[src/rtl/avwin_pkg.sv]
package avwin_pkg;
  localparam int CW = 16;
  typedef logic [CW-1:0] cnt_t;

  // half-open span: first <= pos < first + count, free of overflow
  function automatic logic span_open(cnt_t pos, cnt_t first, cnt_t count);
    return (pos >= first) && ((pos - first) < count);
  endfunction

  // closed span: first <= pos <= last
  function automatic logic span_closed(cnt_t pos, cnt_t first, cnt_t last);
    return (pos >= first) && (pos <= last);
  endfunction
endpackage

[src/rtl/avwin_counters.sv]
module avwin_counters #(
  parameter int PW = 12,
  parameter int LW = 10
) (
  input  logic          clk,
  input  logic          rst_n,
  input  logic          hsync_i,
  input  logic          fsync_i,
  output logic [PW-1:0] px_o,
  output logic [LW-1:0] ln_o
);
  localparam logic [PW-1:0] PMAX = '1;
  localparam logic [LW-1:0] LMAX = '1;

  always_ff @(posedge clk or negedge rst_n) begin
    if (!rst_n) begin
      px_o <= '0;
    end else if (hsync_i) begin
      px_o <= '0;
    end else if (px_o != PMAX) begin
      px_o <= px_o + 1'b1;
    end
  end

  always_ff @(posedge clk or negedge rst_n) begin
    if (!rst_n) begin
      ln_o <= '0;
    end else if (fsync_i) begin
      ln_o <= '0;
    end else if (hsync_i && ln_o != LMAX) begin
      ln_o <= ln_o + 1'b1;
    end
  end
endmodule

[src/rtl/avwin_tapdly.sv]
module avwin_tapdly #(
  parameter int DEPTH = 15,
  localparam int SELW = $clog2(DEPTH + 1)
) (
  input  logic            clk,
  input  logic            rst_n,
  input  logic            din,
  input  logic [SELW-1:0] sel,
  output logic            dout
);
  logic [DEPTH-1:0] stg;
  logic [SELW-1:0]  idx;

  generate
    if (DEPTH == 1) begin : g_one
      always_ff @(posedge clk or negedge rst_n) begin
        if (!rst_n) stg <= '0;
        else        stg <= din;
      end
    end else begin : g_many
      always_ff @(posedge clk or negedge rst_n) begin
        if (!rst_n) stg <= '0;
        else        stg <= {stg[DEPTH-2:0], din};
      end
    end
  endgenerate

  assign idx = sel - 1'b1;

  always_comb begin
    if (sel == '0)
      dout = din;
    else if (int'(sel) > DEPTH)
      dout = stg[DEPTH-1];
    else
      dout = stg[idx];
  end
endmodule

[src/rtl/avwin_gen.sv]
module avwin_gen #(
  parameter int PW       = 12,
  parameter int LW       = 10,
  parameter int DLY_MAX  = 15,
  parameter int LEAD_MAX = 3,
  localparam int DLW = $clog2(DLY_MAX + 1),
  localparam int LDW = $clog2(LEAD_MAX + 1)
) (
  input  logic           clk,
  input  logic           rst_n,
  input  logic           hsync_i,
  input  logic           fsync_i,
  input  logic           act_i,
  input  logic           cfg_win_mode,
  input  logic           cfg_invert,
  input  logic [DLW-1:0] cfg_delay,
  input  logic [LDW-1:0] cfg_lead,
  input  logic [PW-1:0]  cfg_hstart,
  input  logic [PW-1:0]  cfg_hlen,
  input  logic [LW-1:0]  cfg_vstart,
  input  logic [LW-1:0]  cfg_vstop,
  output logic           flag_o
);
  import avwin_pkg::*;

  // named internal events, observed by the bound checker
  logic [PW-1:0]  px_cnt;
  logic [LW-1:0]  ln_cnt;
  logic           win_h;
  logic           win_v;
  logic           follow_flag;
  logic           raw_flag;
  logic           pre_flag;
  logic           flag_q;
  logic [LDW-1:0] lead_tap;

  avwin_counters #(.PW(PW), .LW(LW)) u_cnt (
    .clk     (clk),
    .rst_n   (rst_n),
    .hsync_i (hsync_i),
    .fsync_i (fsync_i),
    .px_o    (px_cnt),
    .ln_o    (ln_cnt)
  );

  assign win_h = span_open(cnt_t'(px_cnt), cnt_t'(cfg_hstart), cnt_t'(cfg_hlen));
  assign win_v = span_closed(cnt_t'(ln_cnt), cnt_t'(cfg_vstart), cnt_t'(cfg_vstop));

  avwin_tapdly #(.DEPTH(DLY_MAX)) u_follow (
    .clk   (clk),
    .rst_n (rst_n),
    .din   (act_i),
    .sel   (cfg_delay),
    .dout  (follow_flag)
  );

  assign raw_flag = cfg_win_mode ? (win_h && win_v) : follow_flag;

  // a larger advance taps earlier in the alignment line
  assign lead_tap = LDW'(LEAD_MAX) - cfg_lead;

  avwin_tapdly #(.DEPTH(LEAD_MAX)) u_align (
    .clk   (clk),
    .rst_n (rst_n),
    .din   (raw_flag),
    .sel   (lead_tap),
    .dout  (pre_flag)
  );

  always_ff @(posedge clk or negedge rst_n) begin
    if (!rst_n) flag_q <= 1'b0;
    else        flag_q <= pre_flag;
  end

  assign flag_o = flag_q ^ cfg_invert;
endmodule

[config.mk]
export PLATFORM = sky130hd
export DESIGN_NAME = avwin_gen
export DESIGN_NICKNAME = d
export VERILOG_FILES = /design/src/rtl/avwin_pkg.sv /design/src/rtl/avwin_counters.sv /design/src/rtl/avwin_tapdly.sv /design/src/rtl/avwin_gen.sv
export SDC_FILE = /design/constraint.sdc
export NUM_CORES = 1
export LEC_CHECK = 0
export ABC_AREA = 1
export BUFFER_PORTS_ARGS = -buffer_cell sky130_fd_sc_hd__clkbuf_2
export CAP_MARGIN = 20
export CORE_MARGIN = 5
export CORE_UTILIZATION = 25
export CTS_BUF_LIST = sky130_fd_sc_hd__clkbuf_8
export CTS_CLUSTER_DIAMETER = 120
export DETAILED_ROUTE_END_ITERATION = 8
export GPL_ROUTABILITY_DRIVEN = 0
export PLACE_DENSITY = 0.41
export SYNTH_ARGS = -nofsm -noshare
export SYNTH_HDL_FRONTEND = slang
export SYNTH_SLANG_ARGS = --single-unit
[constraint.sdc]
create_clock -name clk -period 3.04 [get_ports clk]
set_clock_uncertainty 0.2 [all_clocks]
set_input_delay 0.152 -clock clk [delete_from_list [all_inputs] [get_ports clk]]
set_output_delay 0.152 -clock clk [all_outputs]
set_load 0.02 [all_outputs]
# Word level (Yosys, flattened, before mapping)
# Index checks and enable logic that the tools add are counted.
word_totals:
  ff_bits: 41
  latch_bits: 0
  mem_bits_rw: 0
  mem_bits_ro: 0
  in_bits: 57
  output_inout_bits: 1
  wordCells: 39
  n_memories: 0
op_classes:
  n_addsub: 6
  multipliers: 0
  n_div: 0
  order_cmp: 6
  n_eq_ne: 2
  shift: 0
  n_mux: 11
  bitwise: 1
  reduce_logical: 8
op_table:
  columns: ["cell", "n"]
  rows:
  - ["$mux W12", 2]
  - ["$mux W10", 2]
  - ["$lt A16 B12 Y1", 1]
  - ["$sub A12 B12 Y13", 1]
  - ["$add A12 B1 Y12 const B", 1]
  - ["$ge A12 B12 Y1", 1]
  - ["$ne A12 B12 Y1 const B", 1]
  - ["$add A10 B1 Y10 const B", 1]
  - ["$ge A10 B10 Y1", 1]
  - ["$le A10 B10 Y1", 1]
  - ["$ne A10 B10 Y1 const B", 1]
  - ["$lt A4 B5 Y1 const B", 1]
  - ["$mux W1", 5]
  - ["$bmux W1 S4", 1]
  - ["$logic_and A1 B1 Y1", 4]
  - ["$logic_not A4 Y1", 1]
  - ["$reduce_bool A2 Y1", 2]
  - ["$sub A4 B1 Y4 const B", 1]
  - ["$lt A2 B3 Y1 const B", 1]
  - ["$bmux W1 S2", 1]
  - ["$logic_not A2 Y1", 1]
  - ["$sub A2 B1 Y2 const B", 1]
  - ["$sub A2 B2 Y2 const A", 1]
  - ["$xor A1 B1 Y1", 1]

# Logic depth before layout (Yosys ltp)
# Gate-level depths: netlist of the first run.
logic_depth:
  ltp_word: 6
  ltp_mapped: 21
  ltp_nobuf: 21

# Cells and area by module
# A second synthesis of the first run with hierarchy kept.
unflattened:
  cells_unflattened: 531
  area_unflattened_um2: 3703.6
by_module_without_submodules:
  columns: ["module", "instances", "cells_per_inst", "area_each_um2", "seq_area_each_um2"]
  rows:
  - ["avwin_gen", 1, 254, 1574.0, 25.0]
  - ["avwin_counters", 1, 180, 1323.8, 550.5]
  - ["avwin_tapdly at u_follow", 1, 80, 666.9, 375.4]
  - ["avwin_tapdly at u_align", 1, 17, 138.9, 75.1]

# Worst setup path before layout of the first run
# Ideal clock, no wire load.
synth_timing:
  kind: "flip-flop to flip-flop"
  from: "reg u_cnt.px_o[2]"
  to: "reg flag_q"
  setup_ps: 65
  arrival_ps: 2543
  t_required_ps: 2775
  slack_ps: 232
  path_stages_with_launch: 19
  n_path_buf: 0
  period_less_slack_ps: 2808
  cell_sequence: "dfrtp_1 ha_1 nand3_1 nand2_1 nand2_1 nand2_1 inv_1 o21bai_1 a21oi_1 xor2_1 ha_1 a211o_1 nor2_1 nand2_1 nor2_1 nand3_1 nand2_1 nand2_1 nand2_1"
synth_between:
  elab_chain_cells: 6
  elab_cells_between_ends: 7
  cone_classes: "add/sub: 1; order compare: 2; mux: 2; reduce/logical: 2"
synth_rtl:
  columns: ["item", "line_no", "rtl"]
  rows:
  - ["from (decl)", "avwin_counters.sv:9", "output logic [PW-1:0] px_o,"]
  - ["from (signal assigned)", "avwin_counters.sv:21", "px_o <= px_o + 1'b1;"]
  - ["$sub A12 B12 Y13", "avwin_pkg.sv:7", "return (pos >= first) && ((pos - first) < count);"]
  - ["$lt A16 B12 Y1", "avwin_pkg.sv:7", null]
  - ["$logic_and A1 B1 Y1 (*)", "avwin_pkg.sv:7", null]
  - ["$logic_and A1 B1 Y1 (*)", "avwin_gen.sv:57", "assign raw_flag = cfg_win_mode ? (win_h && win_v) : follow_flag;"]
  - ["$mux W1 (*)", "avwin_gen.sv:57", null]
  - ["net raw_flag", "avwin_gen.sv:32", "logic raw_flag;"]
  - ["$mux W1 (*)", "avwin_tapdly.sv:31", "if (sel == '0)"]
  - ["net pre_flag", "avwin_gen.sv:33", "logic pre_flag;"]
  - ["to (signal assigned)", "avwin_gen.sv:72", "else flag_q <= pre_flag;"]
  - ["to (decl)", "avwin_gen.sv:34", "logic flag_q;"]
# Mark *: on every way through the listed nets, which the timed path passes. The rest lies on a longest branch.
# A chain may end at the register's enable or synchronous reset.

# Worst setup path in the final report of the first run
# Same ends and word-level chain as after synthesis.

==> results of run 1 <==
metal layers:
layer | up-vias | share of wire
li1 | 1669 | -
met1 | 1446 | 0.49
met2 | 34 | 0.47
met3 | 8 | 0.035
met4 | 0 | 0.0076
met5 | - | 0
final timing paths:
| kind | cells after the start | end | slack (ns) |
|---|---|---|---|
| worst min register to register | 0 | u_follow.stg[7]$_DFF_PN0_ | 0.18 |
| worst max-delay path | 18 | flag_q$_DFF_PN0_ | 0.17 |
| worst max register to register | 18 | flag_q$_DFF_PN0_ | 0.17 |
| worst min-delay path | 4 | flag_q$_DFF_PN0_ | 0.05 |
| max in group asynchronous | 3 | u_cnt.px_o[7]$_DFFE_PN0P_ | 1.77 |
| min in group asynchronous | 2 | u_follow.stg[11]$_DFF_PN0_ | 0.17 |
power by group through the flow:
stage | combinational [mW] | clock [mW] | sequential [mW]
after global routing | 0.365 | 0.510 | 0.584
after detailed placement | 0.284 | 0 | 0.592
final | 0.313 | 0.463 | 0.581
after CTS | 0.292 | 0.486 | 0.581
after global placement | 0.279 | 0 | 0.591
after floorplan | 0.176 | 0 | 0.589
cell type report:
cell class | count | area share
inverters | 96 | 0.0832
multi-input cells | 328 | 0.497
clock inverters | 2 | 0.00864
flip-flops and latches | 41 | 0.236
repair buffers | 78 | 0.105
well taps | 176 | 0.0507
clock buffers | 6 | 0.0190
synth_stat cells:
| library cell | count |
|---|---|
| a211o_1 | 1 |
| a21o_1 | 3 |
| a21oi_1 | 23 |
| a21oi_2 | 1 |
| a22oi_1 | 1 |
| a31o_2 | 1 |
| a31oi_1 | 4 |
| and2_1 | 1 |
| buf_4 | 2 |
| clkinv_1 | 1 |
| clkinv_2 | 1 |
| dfrtp_1 | 41 |
| fa_1 | 1 |
| ha_1 | 48 |
| inv_1 | 93 |
| inv_2 | 1 |
| nand2_1 | 92 |
| nand2_2 | 1 |
| nand2_4 | 2 |
| nand3_1 | 33 |
| nand3_2 | 2 |
| nand3b_1 | 2 |
| nand4_1 | 8 |
| nor2_1 | 45 |
| nor2_2 | 2 |
| nor2_4 | 1 |
| nor3_1 | 4 |
| nor4_1 | 1 |
| o211ai_1 | 1 |
| o21a_1 | 2 |
| o21ai_0 | 22 |
| o21ai_2 | 1 |
| o21bai_1 | 4 |
| o31ai_1 | 3 |
| xnor2_1 | 4 |
| xor2_1 | 14 |
critical path, stage by stage, from the launching register on:
cell and delay (ns):
dfrtp_1 0.42, ha_4 0.32, nand3_2 0.08, nand2_2 0.07
nand2_1 0.06, nand2_2 0.06, inv_1 0.06, o21bai_2 0.19
a21oi_2 0.08, xor2_1 0.17, ha_1 0.31, a211o_1 0.26
nor2_1 0.09, nand2_1 0.06, nor2_1 0.10, nand3_1 0.10
nand2_1 0.09, nand2_1 0.05, nand2_1 0.06
state kept, by name, indices dropped and copies added, names as in the netlist:
register and count:
u_follow.stg 15, u_cnt.px_o 12, u_align.stg 3, flag_q 1
u_cnt.ln_o 10
cell families (layout without fill, tap and decap cells):
kind of cell	count (synthesis)	count (layout)	synth area share
adder cells (fa/ha/maj)	49	49	0.181
buffers and inverters	98	182	0.110
AND/OR/NAND/NOR	194	194	0.248
AO/OA/AOI/OAI	67	67	0.114
XOR/XNOR	18	18	0.0461
flip-flops	41	41	0.300
what timing repair did:
item                       4_1_cts  5_1_grt
buffers inserted                 0        5
gates resized for setup          0       30
setup endpoints to repair        0        2
hold endpoints to repair        25        0
hold buffers                     5        0
stage by stage:
stage / utilization / total power [mW] / instance area [sq um] / worst slack [ns] / hold slack [ns]
6_report: 0.326 / 1.36 / 4350 / 0.165 / 0.0492
3_3_place_gp: 0.299 / 0.870 / 3990 / 0.130 / -0.0382
4_1_cts: 0.312 / 1.36 / 4160 / 0.00645 / 0.0359
5_1_grt: 0.326 / 1.46 / 4350 / -0.0531 / 0.0854
3_5_place_dp: 0.299 / 0.876 / 3990 / 0.0466 / -0.0274
2_1_floorplan: - / 0.765 / 3420 / 0.232 / -0.344
==> impl_metrics.csv, run 1 <==
group,metric,value,unit
clocking,cts.sinks,41,
grt,grt_use_met2,0.183,
power,switching_share,0.282,
detailed_routing,wl_per_cell,11.6,microns
synth,ys.warnings.count,0,
timing,final-setup-viol-count,0,
setup_path,end_kind,"flip-flop",
grt,grt_max_degree,23,
finish,final_cell_mix,"91 x inv_1, 88 x nand2_1, 57 x clkbuf_2, 44 x nor2_1, 43 x ha_1",
detailed_routing,wl,8.46,mm
grt,overflow,0,
finish,area_delta_synth_final,27.1,%
placed_design,hpwl,6.95,mm
synth,synth_fp_nets,573,
synth,synth.distinct_cells,36,
worst_hold_path,hold_start,"cfg_lead[1]",
detailed_routing,drtAntennaViolNets,0,
grt,busiest_layer,"met2",
grt,grt_pass1_wl,14.6,mm
power,power_density,312,nW/um^2
synth,synth-seq-cells,41,
grt,grt_use_met1,0.147,
floorplan,die-width,127,microns
grt,grt_pass1_vias,3261,
finish,drive_above_1_share,0.212,
setup_path,crit_required,3.08,ns
floorplan,coreArea,13300,sq um
synth,yosys.area.top_type,"dfrtp_1",
floorplan,dieArea,16100,sq um
clocking,cts_root_buf,"clkbuf_8",
clocking,h-tree-depth,2,
detailed_routing,dr.pass1.iters,4,
setup_path,cp.arrival,2.91,ns
detailed_routing,drc,0,
setup_path,critPathMaxFanout,5,
synth,yosysSeqAreaShare,0.300,
worst_hold_path,worstHoldPathType,"primary input to flip-flop",
power,power_leakage,2.34,nW
finish,nFillCells,1510,
finish,layout.nets,656,
timing,worst_pin_slew,0.568,ns
placed_design,portBuffers,57,
floorplan,num_rows,42,
setup_path,r2r_start,"u_cnt.px_o[2]$_DFFE_PN0P_",
clocking,cts_max_path_buffers,2,
detailed_routing,drt_first_iter_violations,170,
synth,synth_area_leaders,"dfrtp_1 30%, ha_1 18%, inv_1 10%",
finish,multi_input_area,2160,sq um
power,sequentialPowerShare,0.428,
clocking,cts.clk_slew.worst_paths,0.08,ns
setup_path,path_class,"flip-flop to flip-flop",
power,ir_worst_vdd,219,uV
timing,fmax,0.348,GHz
clocking,numCtsBuffers,5,
grt,grt_use_total,0.110,
timing,fin_setup_tns,0,ns
timing,relSlewSlack,0.622,
detailed_routing,viasPerCell,4.34,
power,intPower,975,uW
run_status,outcome,"finished, final reports clean",
timing,layout_min_cycle_time,2.87,ns
timing,final_max_slew_viol_count,0,
finish,final_common_cell,"inv_1",
setup_path,worst_setup_path_start_kind,"flip-flop",
timing,min_period_over_period,0.946,
power,switchingPower,382,uW
detailed_routing,num_vias,3157,
finish,diodes,0,
synth,synth_top_area_frac,0.300,
timing,hold_viol,0,
placed_design,post-place-cells,709,
synth,syn_area,3420,sq um
floorplan,io_pins,58,
synth,syn_inst,467,
grt,antenna_found_initial,0,
floorplan,initial_core_util,0.256,
finish,regArea,1030,sq um
synth,postSynthAreaPerCell,7.33,sq um
floorplan,die_y,127,microns
clocking,clkLatencyLatePin,0.30,ns
clocking,cts_tree,"built",
power,pwr-share-clk,0.341,
timing,grt_setup_unrepaired,"true",
power,pwr-share-comb,0.231,
grt,met3_usage,0.0230,
setup_path,crit_start,"u_cnt.px_o[2]$_DFFE_PN0P_",
finish,final_cells,727,
job,maxCapViolations,0,
(Power assumes the default switching activity.)
==> inputs of run 2 (changes only) <==
--- a/config.mk
+++ b/config.mk
@@ -9,12 +9,13 @@
 export BUFFER_PORTS_ARGS = -buffer_cell sky130_fd_sc_hd__clkbuf_2
 export CAP_MARGIN = 20
 export CORE_MARGIN = 5
-export CORE_UTILIZATION = 25
+export CORE_UTILIZATION = 63
 export CTS_BUF_LIST = sky130_fd_sc_hd__clkbuf_8
 export CTS_CLUSTER_DIAMETER = 120
 export DETAILED_ROUTE_END_ITERATION = 8
 export GPL_ROUTABILITY_DRIVEN = 0
-export PLACE_DENSITY = 0.41
+export PLACE_DENSITY = 0.87
+export SKIP_LAST_GASP = 1
 export SYNTH_ARGS = -nofsm -noshare
 export SYNTH_HDL_FRONTEND = slang
 export SYNTH_SLANG_ARGS = --single-unit
==> constraint.sdc (replaced) <==
create_clock -name clk -period 3.46 [get_ports clk]
set_clock_uncertainty 0.2 [all_clocks]
set_input_delay 0.173 -clock clk [delete_from_list [all_inputs] [get_ports clk]]
set_output_delay 0.173 -clock clk [all_outputs]
set_load 0.02 [all_outputs]
==> run 2 against run 1 <==
  * Die area down 57%
  * First-iteration DRC count up 28%
  * Non-clock buffer count down 16
  * Via count up 0.54%
  * Core utilization up 43 points
  * Routed wire length down 11%
  * Global-route usage up 11 points
  * Count of clock-buffer cells in the layout unchanged
  * Sequential power down 12%
  * Total power down 21%
  * Worst hold slack worse by 0.021 ns
  * Critical path type unchanged
  * Critical endpoint unchanged
  * Largest power group unchanged
==> impl_metrics.csv, run 2 (synthesized netlist as in run 1, its figures left out) <==
group,metric,value,unit
run_status,outcome,"finished, final reports clean",
timing,worst_slack,0.293,ns
clocking,clkLatencyLatePin,0.30,ns
finish,drive_above_1_share,0.146,
worst_hold_path,worstHoldPathType,"primary input to flip-flop",
setup_path,end_kind,"flip-flop",
finish,layout.nets,640,
detailed_routing,num_vias,3174,
setup_path,worst_setup_path_start_kind,"flip-flop",
finish,largest-register,"u_follow.stg",
finish,nFillCells,408,
power,switchingPower,312,uW
power,intPower,759,uW
detailed_routing,dr.pass1.iters,7,
floorplan,dieArea,7000,sq um
timing,final-setup-viol-count,0,
detailed_routing,wl_met2,3.62,mm
finish,area_delta_synth_final,14.9,%
finish,diodes,0,
power,power_leakage,2.23,nW
finish,final_common_cell,"inv_1",
floorplan,coreArea,5200,sq um
grt,grt_use_total,0.224,
timing,worst_pin_slew,0.342,ns
power,ir_worst_vdd,246,uV
power,pwr-share-comb,0.225,
clocking,cts_setup_buffers,0,
clocking,h-tree-depth,2,
floorplan,io_pins,58,
clocking,cts_max_path_buffers,2,
timing,grt_setup_unrepaired,"false",
finish,largest_register_ff_count,15,
power,pwr-share-clk,0.297,
clocking,cts_tree,"built",
clocking,cts.sinks,41,
detailed_routing,dr.max_layer_used,"met4",
detailed_routing,dr_wl_met3,392,microns
detailed_routing,drtAntennaViolNets,0,
detailed_routing,viasPerCell,5.25,
floorplan,num_rows,26,
setup_path,path_class,"flip-flop to flip-flop",
floorplan,die-width,83.7,microns
timing,final_max_slew_viol_count,0,
timing,fin_setup_tns,0,ns
clocking,cts.clk_slew.worst_paths,0.08,ns
detailed_routing,drt_first_iter_violations,218,
power,power_density,273,nW/um^2
timing,min_period_over_period,0.915,
setup_path,cp.arrival,3.20,ns
setup_path,crit_required,3.49,ns
placed_design,place_ws,0.379,ns
power,sequentialPowerShare,0.478,
grt,grt_pass1_vias,3164,
detailed_routing,wl,7.53,mm
timing,hold_viol,0,
finish,regArea,1030,sq um
timing,relSlewSlack,0.771,
grt,grt_pass1_wl,13.2,mm
finish,top_regs,"u_follow.stg (15), u_cnt.px_o (12), u_cnt.ln_o (10)",
detailed_routing,wl_per_cell,12.5,microns
grt,antenna_found_initial,0,
power,switching_share,0.291,
grt,grt_max_degree,42,
timing,layout_min_cycle_time,3.17,ns
setup_path,critPathMaxFanout,4,
finish,multi_input_area,2020,sq um
timing,whs,0.0287,ns
detailed_routing,drc,0,
detailed_routing,wirelength_met1,3.44,mm
timing,fmax,0.316,GHz
clocking,numCtsBuffers,5,
finish,final_cell_mix,"93 x inv_1, 92 x nand2_1, 57 x clkbuf_2, 48 x ha_1, 45 x nor2_1",
setup_path,r2r_setup_slack,0.29,ns
grt,overflow,0,
floorplan,die_y,83.7,microns
job,maxCapViolations,0,
clocking,cts_root_buf,"clkbuf_8",
floorplan,initial_core_util,0.657,
placed_design,portBuffers,57,
placed_design,hpwl,6.02,mm
-- run 2: final cells by class --
class / count / share of cell area
Clock buffer: 6 / 0.0210
Clock inverter: 1 / 0.00191
Inverter: 96 / 0.0920
Multi-Input combinational cell: 328 / 0.514
Sequential cell: 41 / 0.261
Tap cell: 70 / 0.0223
Timing Repair Buffer: 62 / 0.0879
-- run 2: stage by stage --
step	area [sq um]	cells	total power [mW]	utilization
floorplan	3420	467	0.672	-
detailed placement	3780	592	0.755	0.726
global route	3930	604	1.14	0.755
global placement	3780	592	0.741	0.726
CTS	3910	603	1.08	0.751
finish	3930	604	1.07	0.755
-- run 2: path summary, 6_finish.rpt --
kind | startpoint | end | cells past startpoint
worst max-delay path | u_cnt.px_o[0]$_DFFE_PN0P_ | flag_q$_DFF_PN0_ | 20
worst min-delay path | cfg_lead[0] | flag_q$_DFF_PN0_ | 4
worst max register to register | u_cnt.px_o[0]$_DFFE_PN0P_ | flag_q$_DFF_PN0_ | 20
worst min register to register | u_follow.stg[9]$_DFF_PN0_ | u_follow.stg[10]$_DFF_PN0_ | 0
max in group asynchronous | rst_n | u_cnt.ln_o[4]$_DFFE_PN0P_ | 3
min in group asynchronous | rst_n | u_follow.stg[11]$_DFF_PN0_ | 2
-- run 2: critical path, cell delays in order (launching register included) --
cell and delay (ns):
dfrtp_1 0.42, inv_1 0.15, ha_1 0.18, inv_1 0.06
fa_1 0.41, nand3_1 0.10, nand2_1 0.12, nand2_1 0.08
nand3_1 0.10, a31oi_1 0.19, xor2_1 0.19, ha_1 0.26
nand2_1 0.07, nor2_1 0.04, nor2_1 0.09, nand2_1 0.05
nor2_1 0.10, nand3_1 0.08, nand2_1 0.09, nand2_1 0.06
nand2_1 0.05
-- run 2: repair_timing --
| item | in CTS | in global routing |
|---|---|---|
| hold endpoints to repair | 44 | 0 |
| hold buffers | 4 | 0 |
| gates resized for setup | 0 | 0 |
-- run 2: routing by layer --
layer | up-vias | GRT usage
met5 | - | 0
met4 | 0 | 0.0658
met3 | 11 | 0.0523
met2 | 81 | 0.383
met1 | 1447 | 0.282
li1 | 1635 | -
-- run 2: power by group through the flow --
stage	clock, mW	combinational, mW	sequential (mW)
floorplan	0	0.154	0.518
global placement	0	0.220	0.521
detailed placement	0	0.234	0.521
CTS	0.324	0.239	0.512
global route	0.349	0.278	0.515
finish	0.318	0.241	0.512
